File: src/rtl/fwd_pkg.sv
package fwd_pkg;
   // Producer stages, ordered youngest first; lower index wins a tie.
   localparam int unsigned NPROD     = 2;
   localparam int unsigned STAGE_MEM = 0;
   localparam int unsigned STAGE_WB  = 1;
   localparam int unsigned NSRC      = 2;
endpackage

File: src/rtl/fwd_match.sv
module fwd_match #(
   parameter int unsigned AW = 5
) (
   input  logic [AW-1:0] src,
   input  logic          wen,
   input  logic [AW-1:0] dst,
   output logic          hit
);
   // A write to index 0 is discarded by the register file, so never bypass it.
   assign hit = wen && (dst != '0) && (dst == src);

   always_comb begin
      if (dst == '0) a_r6_no_zero_hit: assert (!hit) else $error("r0 destination matched");
      if (!wen)      a_r5_wen_gates:   assert (!hit) else $error("disabled stage matched");
   end
endmodule

File: src/rtl/fwd_operand.sv
module fwd_operand #(
   parameter int unsigned XLEN  = 32,
   parameter int unsigned AW    = 5,
   parameter int unsigned NPROD = 2
) (
   input  logic [AW-1:0]               src,
   input  logic [XLEN-1:0]             rf_val,
   input  logic [NPROD-1:0]            p_wen,
   input  logic [NPROD-1:0][AW-1:0]    p_dst,
   input  logic [NPROD-1:0][XLEN-1:0]  p_val,
   output logic [XLEN-1:0]             opnd
);
   logic [NPROD-1:0] hit;
   logic [NPROD-1:0] grant;

   for (genvar g = 0; g < NPROD; g++) begin : g_cmp
      fwd_match #(.AW(AW)) u_match (
         .src (src),
         .wen (p_wen[g]),
         .dst (p_dst[g]),
         .hit (hit[g])
      );
   end

   // Fixed priority: the youngest matching stage gets the grant.
   always_comb begin
      logic found;
      found = 1'b0;
      grant = '0;
      for (int i = 0; i < NPROD; i++) begin
         if (hit[i] && !found) begin
            grant[i] = 1'b1;
            found    = 1'b1;
         end
      end
   end

   always_comb begin
      opnd = rf_val;
      for (int i = 0; i < NPROD; i++) begin
         if (grant[i]) opnd = p_val[i];
      end
   end

   always_comb begin
      a_r4_single_grant: assert ($onehot0(grant)) else $error("several stages granted");
      if (hit == '0) a_r1_passthru: assert (opnd == rf_val) else $error("operand altered without match");
      if (hit[0])    a_r4_young_wins: assert (opnd == p_val[0]) else $error("youngest match not used");
      if (p_wen == '0) a_r5_idle: assert (opnd == rf_val) else $error("idle stages changed operand");
   end
endmodule

File: src/rtl/fwd_unit.sv
module fwd_unit
   import fwd_pkg::*;
#(
   parameter int unsigned XLEN         = 32,
   parameter int unsigned NREG         = 32,
   parameter bit          HARD_ZERO_R0 = 1'b1,
   localparam int unsigned AW          = $clog2(NREG)
) (
   input  logic [AW-1:0]   ex_src_a,
   input  logic [AW-1:0]   ex_src_b,
   input  logic [XLEN-1:0] ex_rd_a,
   input  logic [XLEN-1:0] ex_rd_b,
   input  logic            mem_wen,
   input  logic [AW-1:0]   mem_dst,
   input  logic [XLEN-1:0] mem_res,
   input  logic            wb_wen,
   input  logic [AW-1:0]   wb_dst,
   input  logic [XLEN-1:0] wb_res,
   output logic [XLEN-1:0] alu_a,
   output logic [XLEN-1:0] alu_b
);
   if (NREG < 2 || (1 << AW) != NREG) begin : g_bad_nreg
      $error("NREG must be a power of two of at least 2");
   end
   if (XLEN < 1) begin : g_bad_xlen
      $error("XLEN must be positive");
   end

   logic [NPROD-1:0]           p_wen;
   logic [NPROD-1:0][AW-1:0]   p_dst;
   logic [NPROD-1:0][XLEN-1:0] p_val;

   assign p_wen[STAGE_MEM] = mem_wen;
   assign p_dst[STAGE_MEM] = mem_dst;
   assign p_val[STAGE_MEM] = mem_res;
   assign p_wen[STAGE_WB]  = wb_wen;
   assign p_dst[STAGE_WB]  = wb_dst;
   assign p_val[STAGE_WB]  = wb_res;

   logic [NSRC-1:0][AW-1:0]   src;
   logic [NSRC-1:0][XLEN-1:0] rdv;
   logic [NSRC-1:0][XLEN-1:0] fwd;
   logic [NSRC-1:0][XLEN-1:0] res;

   assign src[0] = ex_src_a;
   assign src[1] = ex_src_b;
   assign rdv[0] = ex_rd_a;
   assign rdv[1] = ex_rd_b;

   for (genvar s = 0; s < NSRC; s++) begin : g_src
      fwd_operand #(.XLEN(XLEN), .AW(AW), .NPROD(NPROD)) u_opnd (
         .src    (src[s]),
         .rf_val (rdv[s]),
         .p_wen  (p_wen),
         .p_dst  (p_dst),
         .p_val  (p_val),
         .opnd   (fwd[s])
      );
      if (HARD_ZERO_R0) begin : g_zero
         assign res[s] = (src[s] == '0) ? '0 : fwd[s];
      end else begin : g_pass
         assign res[s] = fwd[s];
      end
   end

   assign alu_a = res[0];
   assign alu_b = res[1];

   always_comb begin
      if (HARD_ZERO_R0 && ex_src_a == '0) a_r7_zero_a: assert (alu_a == '0) else $error("r0 operand A nonzero");
      if (HARD_ZERO_R0 && ex_src_b == '0) a_r7_zero_b: assert (alu_b == '0) else $error("r0 operand B nonzero");
      if (ex_src_a == ex_src_b && ex_rd_a == ex_rd_b)
         a_r9_same_inputs: assert (alu_a == alu_b) else $error("operands resolved differently");
   end
endmodule

File: config.mk
export PLATFORM = sky130hd
export DESIGN_NAME = fwd_unit
export DESIGN_NICKNAME = d
export VERILOG_FILES = /design/src/rtl/fwd_pkg.sv /design/src/rtl/fwd_match.sv /design/src/rtl/fwd_operand.sv /design/src/rtl/fwd_unit.sv
export SDC_FILE = /design/constraint.sdc
export NUM_CORES = 1
export LEC_CHECK = 0
export BUFFER_PORTS_ARGS = -buffer_cell sky130_fd_sc_hd__clkbuf_2
export CAP_MARGIN = 5
export CORE_AREA = 2 2 83 85
export DETAILED_ROUTE_END_ITERATION = 10
export DIE_AREA = 0 0 85 87
export PLACE_DENSITY_LB_ADDON = 0.05
export REMOVE_ABC_BUFFERS = 1
export SYNTH_ARGS = -nofsm -noshare
export SYNTH_HDL_FRONTEND = slang
export SYNTH_HIERARCHICAL = 1
export SYNTH_SLANG_ARGS = --single-unit
export TNS_END_PERCENT = 20
File: constraint.sdc
create_clock -name vclk -period 2.4
set_input_delay 0.48 -clock vclk [all_inputs]
set_output_delay 0.48 -clock vclk [all_outputs]
set_load 0.02 [all_outputs]
==> results of run 1 <==
worst max-delay path by stage:
stage	slack (ps)	startpoint	depth (start not counted)	to
CTS	-140	wb_dst[4]	9	alu_b[31]
global route	-220	wb_dst[4]	9	alu_a[16]
detailed placement	-170	ex_src_a[3]	9	alu_a[31]
floorplan	-910	ex_src_a[3]	6	alu_a[0]
finish	-160	wb_dst[4]	9	alu_a[8]
global placement	-200	ex_src_b[3]	9	alu_b[31]
synthesized netlist by cell type:
| cell | number |
|---|---|
| o21ai_0 | 4 |
| o21ai_2 | 4 |
| o21ai_1 | 60 |
| a21boi_1 | 54 |
| nor4_4 | 2 |
| a21boi_2 | 6 |
| xor2_1 | 12 |
| or2_0 | 4 |
| buf_6 | 8 |
| nor4_2 | 4 |
| nand2_1 | 68 |
| buf_12 | 6 |
| nor3_1 | 4 |
| inv_1 | 2 |
| buf_1 | 6 |
| xnor2_1 | 4 |
| mux2i_1 | 64 |
| and4_1 | 4 |
| buf_2 | 14 |
| a21boi_0 | 4 |
logic make-up after synthesis:
| group | count (synthesis) |
|---|---|
| AOI/OAI and AO/OA | 132 |
| and+or+nand+nor | 86 |
| muxes | 64 |
| buffers and inverters | 36 |
| xor gates and xnor gates | 16 |
worst min-delay path, cell delays in order:
cell and delay [ps]:
clkbuf_2 90, nand2_1 50, o21ai_1 50, a21boi_1 120, clkbuf_2 150
stage by stage:
stage | utilization, % | power (mW) | setup TNS (ps)
floorplan | - | 0.308 | -49060
global placement | 54.3 | 0.610 | -8100
detailed placement | 54.3 | 0.612 | -7250
CTS | 55.3 | 0.629 | -4810
global route | 61.2 | 0.745 | -11420
finish | 61.2 | 0.691 | -6310
where the power goes:
group / internal [mW] / total [mW] / switching [mW] / leakage (nW)
registers: 0 / 0 / 0 / 0
clock network: 0 / 0 / 0 / 0
logic: 0.340 / 0.691 / 0.350 / 1.76
repair_timing:
| item | CTS | global route |
|---|---|---|
| gates resized for setup | 25 | 116 |
| cloned | 0 | 6 |
| pin swaps | 2 | 10 |
| endpoints found under the setup margin | 64 | 64 |
| setup buffers | 0 | 2 |
layer usage:
metal  track usage, %  up-vias
li1                 -     1625
met1             28.7     1441
met2             43.4      135
met3             3.03        7
met4             2.02        0
met5                0        -
final cells by class:
class | instances | share of cell area, %
Multi-Input combinational cell | 298 | 54.0
Timing Repair Buffer | 249 | 43.3
Tap cell | 80 | 2.49
Inverter | 2 | 0.187
==> impl_metrics.tcl, run 1 <==
set metrics [dict create \
    status "finished with violations" \
    violations "negative setup slack" \
    synthMuxAreaShare_pct 26.9 \
    fp.dieH_um 87 \
    period_minus_slack_ps 2560 \
    synth_compound_area_share_pct 36.1 \
    leakage_nw 1.76 \
    core_area_mm2 0.00657 \
    crit_type "in2out" \
    mostFrequentLayoutCells "clkbuf_2, nand2_1, o21ai_1" \
    synth_warnings 6 \
    drt_first_pass_iters 4 \
    ys_top_cells_by_area "mux2i_1, a21boi_1, o21ai_1" \
    wire_per_inst_um 16.0 \
    viasPerCell 5.10 \
    drive_above_1_share_pct 52.8 \
    tightest_slew_ps 433 \
    drtAntennaViolNets 0 \
    antenna_found_initial 0 \
    synth_cell_types 20 \
    port_buffers 214 \
    hold_buffers 0 \
    start_kind "primary input" \
    place_ws_ps -170 \
    path_max_fanout 6 \
    layout.nets 701 \
    ir_drop_mv 0.109 \
    placedInstanceArea_mm2 0.00357 \
    slew_viol_final 0 \
    place_inst 621 \
    final_common_cell "clkbuf_2" \
    wl_met1_um 4190 \
    cp_slowest_stage_delay_ps 360 \
    yosysSeqAreaShare_pct 0 \
    grt.total_usage_pct 23.0 \
    whs_path_depth 5 \
    cpLargestDelayFamily "simple AND/OR/NAND/NOR gates" \
    met3_length_um 736 \
    fin_area_mm2 0.00402 \
    top_layer "met4" \
    gp_congestion 0.866 \
    synth_adder_area_share_pct 0 \
    min_to "alu_b[2]" \
    postLayoutSetupSlackWorst_ps -161 \
    grt_pass1_wl_um 14300 \
    slew_headroom_pct 71.1 \
    worst_ep_arrival_time_ps 2080 \
    multi_input_area_mm2 0.00217 \
    first_iter_violations 115 \
    critPathBufInv 3 \
    synth_area_mm2 0.00238 \
    post-route-period-util_pct 107 \
    design.seq.count 0 \
    hold_violations 0 \
    grt_setup_unrepaired "true" \
    syn_avg_cell_area_um2 7.12 \
    vias 3208 \
    design.die.area_mm2 0.00740 \
    grt_pass1_vias 3039 \
    layout.cells.non_filler 629 \
    cellPowerDensity_mw_per_mm2 172 \
    drc 0 \
    cp.required_ps 1920 \
    hpwl_um 7100 \
    clkbuf_count 0 \
    min_from "mem_res[2]" \
    grt_max_degree 37 \
    critPathCaptureType "primary output" \
    die_w_um 85 \
    diodes 0 \
    finalSetupViolations 64 \
    gr-total-overflow 0 \
    synthSimpleGateAreaFrac_pct 18.0 \
    synth_top_area_share_pct 26.9 \
    rows 30 \
    regArea_um2 0 \
    drt_wl_total_um 10100 \
    fin_hold_ws_ps 1410 \
    fmax_mhz 391 \
    cp_cell_sequence "buf_6 -> or2_0 -> o21ai_1 -> and4_4 -> clkbuf_16 -> mux2i_2 -> o21ai_2 -> a21boi_1 -> buf_2" \
    fill_cells 649 \
    synth-xor-area-share_pct 5.89 \
    synth_top_family_by_area "compound AO/OA/AOI/OAI gates" \
    cp_slowest_cell "and4_4" \
    synthCells 334 \
    met2WireLength_um 5080 \
    num_io_pins 214 \
    hold_path_class "in2out" \
    area_delta_synth_final_pct 69.0 \
    yosys.area.top_type "mux2i_1" \
    maxCapViolCount 0 \
    start_util_pct 36.2 \
]
Power figures use the tool's default switching activity.
==> inputs of run 2 (changes only) <==
ABC_AREA = 1   (was not set)
CORE_AREA = not set   (was 2 2 83 85)
CORE_MARGIN = 2   (was not set)
CORE_UTILIZATION = 48   (was not set)
DIE_AREA = not set   (was 0 0 85 87)
==> impl_metrics.tcl, run 2 <==
set metrics [dict create \
    gp_congestion 0.875 \
    cp_cell_sequence "buf_4 -> nand2_1 -> nand2_1 -> nor2_2 -> nand3_2 -> nor2_4 -> buf_12 -> clkinv_16 -> clkbuf_16 -> nand3_2 -> nand3_2 -> nand2_2 -> inv_2 -> clkbuf_2" \
    leakage_nw 3.40 \
    path_max_fanout 9 \
    slew_viol_final 0 \
    post-route-period-util_pct 98.5 \
    period_minus_slack_ps 2360 \
    min_to "alu_b[2]" \
    port_buffers 214 \
    hold_path_class "in2out" \
    grt.total_usage_pct 25.8 \
    hpwl_um 9490 \
    wire_per_inst_um 14.6 \
    cellPowerDensity_mw_per_mm2 169 \
    final_common_cell "nand3_2" \
    fin_hold_ws_ps 1370 \
    cp.required_ps 1920 \
    ys_top_cells_by_area "nand3_2, nand2_1, nand2_2" \
    rows 32 \
    fin_setup_tns_ps 0 \
    start_util_pct 50.1 \
    cpLargestDelayFamily "buffers and inverters" \
    fmax_mhz 423 \
    setup.worst_path.start "ex_src_a[0]" \
    die_w_um 94.5 \
    worst_ep_arrival_time_ps 1880 \
    yosys.area.top_type "nand3_2" \
    whs_path_depth 6 \
    regArea_um2 0 \
    cp_slowest_cell "clkbuf_16" \
    diodes 0 \
    core_area_mm2 0.00785 \
    crit_path_frequent_cell "nand3_2" \
    antenna_found_initial 0 \
    vias 4438 \
    mostFrequentLayoutCells "nand3_2, clkbuf_2, nand2_1" \
    yosysSeqAreaShare_pct 0 \
    power.total_mw 0.998 \
    drive_above_1_share_pct 79.1 \
    grt_setup_unrepaired "true" \
    area_delta_synth_final_pct 50.1 \
    min_from "mem_res[2]" \
    crit_type "in2out" \
    design.seq.count 0 \
    grt_pass1_vias 4351 \
    utilization_pct 75.1 \
    drt_first_pass_iters 4 \
    synth_top_area_share_pct 47.4 \
    ir_drop_mv 0.116 \
    cp_slowest_stage_delay_ps 180 \
    viasPerCell 5.00 \
    drtAntennaViolNets 0 \
    finalSetupViolations 0 \
    first_iter_violations 138 \
    layout.nets 938 \
    synth_warnings 6 \
    syn_avg_cell_area_um2 7.12 \
    yosys.cell_count.top_type "nand3_2" \
    grt_max_degree 33 \
    clkbuf_count 0 \
    grt_pass1_wl_um 19300 \
    gr-total-overflow 0 \
    drc 0 \
    hold_buffers 0 \
    hold_violations 0 \
    start_kind "primary input" \
    num_io_pins 214 \
    maxCapViolCount 0 \
    slew_headroom_pct 80.5 \
    tightest_slew_ps 293 \
    drt_wl_total_um 13000 \
    synth_cell_types 17 \
    synthTopCellsByCount "nand3_2, nand2_1, inv_2, nand2_2, inv_1" \
    synthCells 552 \
    status "finished, final reports clean" \
    design.die.area_mm2 0.00892 \
    critPathBufInv 6 \
    synth_area_mm2 0.00393 \
    critPathCaptureType "primary output" \
    fp.dieH_um 94.5 \
]
==> run 2: cell count changes after synthesis, sizes merged, moves of 64 or more <==
cell    before  now
o21ai       68    4
nand2       68  176
inv          2  106
nand3        0  202
a21boi      64    0
mux2i       64    0
==> run 2: cells by family (layout without fill, tap and decap cells) <==
group                  after synthesis  count (layout)  share of synthesized area (%)
AO/OA/AOI/OAI                        8               8                           1.02
AND/OR/NAND/NOR                    398             398                           72.4
buffers and inverters              146             380                           26.6
==> run 2: per-stage QoR <==
step	cell area, um2	worst slack [ps]	instances
2_1_floorplan	3320	-1630	512
3_3_place_gp	5070	-34.4	871
3_5_place_dp	5070	-48.0	871
4_1_cts	5230	-13.3	876
5_1_grt	5900	-47.9	888
6_report	5900	36.1	888
==> run 2: layout make-up <==
| cell class | instances | area (um2) |
|---|---|---|
| fill | 651 | 1950 |
| multi-input combinational | 406 | 3020 |
| timing repair inverter | 1 | 16.3 |
| inverter | 106 | 474 |
| timing repair buffer | 273 | 2250 |
| tap | 102 | 128 |
==> run 2: worst max path at each step <==
stage,end,slack (ps),depth (start not counted)
finish,alu_a[3],40,14
detailed placement,alu_b[1],-50,13
global route,alu_a[2],-50,12
global placement,alu_a[25],-30,13
CTS,alu_a[4],-10,14
floorplan,alu_a[0],-1630,11
==> run 2: repair_timing <==
item	CTS	global route
endpoints found under the setup margin	57	64
buffers inserted	4	4
pin swaps	4	22
gates resized for setup	13	190
gates cloned	1	8
==> run 2: report_power, final <==
group / switching (mW) / internal [mW]
Sequential: 0 / 0
Combinational: 0.538 / 0.459
Clock: 0 / 0
Total: 0.538 / 0.459
==> run 2: routing by layer <==
metal	vias up	share of wire (%)	wire length, um	global-route usage (%)
li1	2202	-	-	-
met3	24	6.1	788	2.00
met2	170	52	6740	49.3
met5	-	0	0	0
met4	0	2.0	255	5.31
met1	2042	40	5180	31.3
==> inputs of run 3 (changes only) <==
ABC_AREA = not set   (was 1)
CORE_AREA = 2 2 83 85   (was not set)
CORE_MARGIN = not set   (was 2)
CORE_UTILIZATION = not set   (was 48)
DIE_AREA = 0 0 85 87   (was not set)
clock period = 2.33 ns   (was 2.4 ns; I/O delays follow)
==> impl_metrics.tcl, run 3 (same netlist as run 1, synthesis figures left out) <==
set metrics [dict create \
    start_kind "primary input" \
    cp.required_ps 1860 \
    grt_pass1_wl_um 14100 \
    design.seq.count 0 \
    cp_slowest_cell "and4_4" \
    design.die.area_mm2 0.00740 \
    worst_ep_arrival_time_ps 2080 \
    gp_congestion 0.864 \
    grt_pass1_vias 3009 \
    drt_wl_total_um 10000 \
    area_delta_synth_final_pct 65.7 \
    post-route-period-util_pct 109 \
    drt_first_pass_iters 4 \
    status "finished with violations" \
    first_iter_violations 128 \
    drive_above_1_share_pct 51.4 \
    hpwl_um 7110 \
    critPathCaptureType "primary output" \
    finalSetupViolations 64 \
    mostFrequentLayoutCells "clkbuf_2, nand2_1, o21ai_1" \
    cp_cell_sequence "buf_6 -> or2_0 -> o21ai_1 -> and4_4 -> buf_12 -> mux2i_1 -> o21ai_2 -> a21boi_1 -> clkbuf_2" \
    rows 30 \
    port_buffers 214 \
    layout.nets 701 \
    core_area_mm2 0.00657 \
    path_max_fanout 8 \
    gr-total-overflow 0 \
    start_util_pct 36.2 \
    diodes 0 \
    grt_setup_unrepaired "true" \
    place_ws_ps -245 \
    leakage_nw 1.74 \
    postLayoutSetupSlackWorst_ps -220 \
    cp_slowest_stage_delay_ps 370 \
    utilization_pct 60.0 \
    die_w_um 85 \
    period_minus_slack_ps 2550 \
    grt.total_usage_pct 22.7 \
    cpLargestDelayFamily "simple AND/OR/NAND/NOR gates" \
    ir_drop_mv 0.0934 \
    grt_max_degree 37 \
    tightest_slew_ps 444 \
    hold_violations 0 \
    antenna_found_initial 0 \
    violations "negative setup slack" \
    num_io_pins 214 \
    fp.dieH_um 87 \
    clkbuf_count 0 \
    maxCapViolCount 0 \
    crit_type "in2out" \
    vias 3285 \
    hold_path_class "in2out" \
    drtAntennaViolNets 0 \
    cellPowerDensity_mw_per_mm2 176 \
    whs_path_depth 5 \
    critPathBufInv 3 \
    viasPerCell 5.22 \
    final_common_cell "clkbuf_2" \
    wire_per_inst_um 15.9 \
    min_to "alu_a[19]" \
    regArea_um2 0 \
    slew_viol_final 0 \
    drc 0 \
    fmax_mhz 392 \
    slew_headroom_pct 70.4 \
    min_from "mem_res[19]" \
]
-- run 3: cell types whose count changed in the layout (fill, tap and decap cells not counted), moves of 28 or more --
cell	previous run	this run
a21boi_1	0	50
buf_6	35	7
inv_1	35	2
inv_2	65	0
mux2i_1	0	61
nand2_1	111	68
nand2_2	65	0
nand3_2	191	0
o21ai_1	3	64
-- run 3: repair_timing --
item	in CTS	in global routing
cloned	0	6
buffers inserted	1	1
endpoints found under the setup margin	64	64
hold buffers	0	0
resized for setup	33	85
pin swaps	2	9
-- run 3: worst max path at each step --
stage,endpoint,slack [ps],startpoint,cells past startpoint
floorplan,alu_a[0],-950,ex_src_a[3],6
global route,alu_b[7],-290,ex_src_b[4],9
finish,alu_b[8],-220,ex_src_b[4],9
detailed placement,alu_b[31],-240,wb_dst[4],9
global placement,alu_b[31],-240,ex_src_b[3],9
CTS,alu_b[31],-170,wb_dst[4],9
-- run 3: per-stage QoR --
step           TNS, ps  cells  area, um2  hold WS, ps  power, mW
4_1_cts          -7660    622       3660         1390      0.654
2_1_floorplan   -51750    300       2070         1190      0.317
6_report        -10170    629       3940         1380      0.692
3_5_place_dp    -10870    621       3570         1390      0.631
3_3_place_gp    -10570    621       3570         1380      0.628
5_1_grt         -15610    629       3940         1420      0.746
-- run 3: per-layer routing --
metal / vias to the layer above / global-route usage [%] / share of wire, %
met5: - / 0 / 0
met4: 0 / 2.02 / 0.68
met3: 8 / 3.41 / 7.8
met2: 159 / 43.8 / 52
met1: 1487 / 27.3 / 40
li1: 1631 / - / -
-- run 3: power by group --
part	switching (mW)	internal [mW]	leakage (nW)	total [mW]
Combinational	0.354	0.338	1.74	0.692
Sequential	0	0	0	0
Clock	0	0	0	0
-- run 3: area by class of cell --
type / count / area (um2)
Fill cell: 642 / 2630
Inverter: 2 / 7.51
Multi-Input combinational cell: 298 / 2130
Tap cell: 80 / 100
Timing Repair Buffer: 249 / 1700
-- run 3: tightest hold or removal path, cell delays in order --
cell      delay, ps
clkbuf_2         90
nand2_1          50
o21ai_1          50
a21boi_1        110
clkbuf_2        150
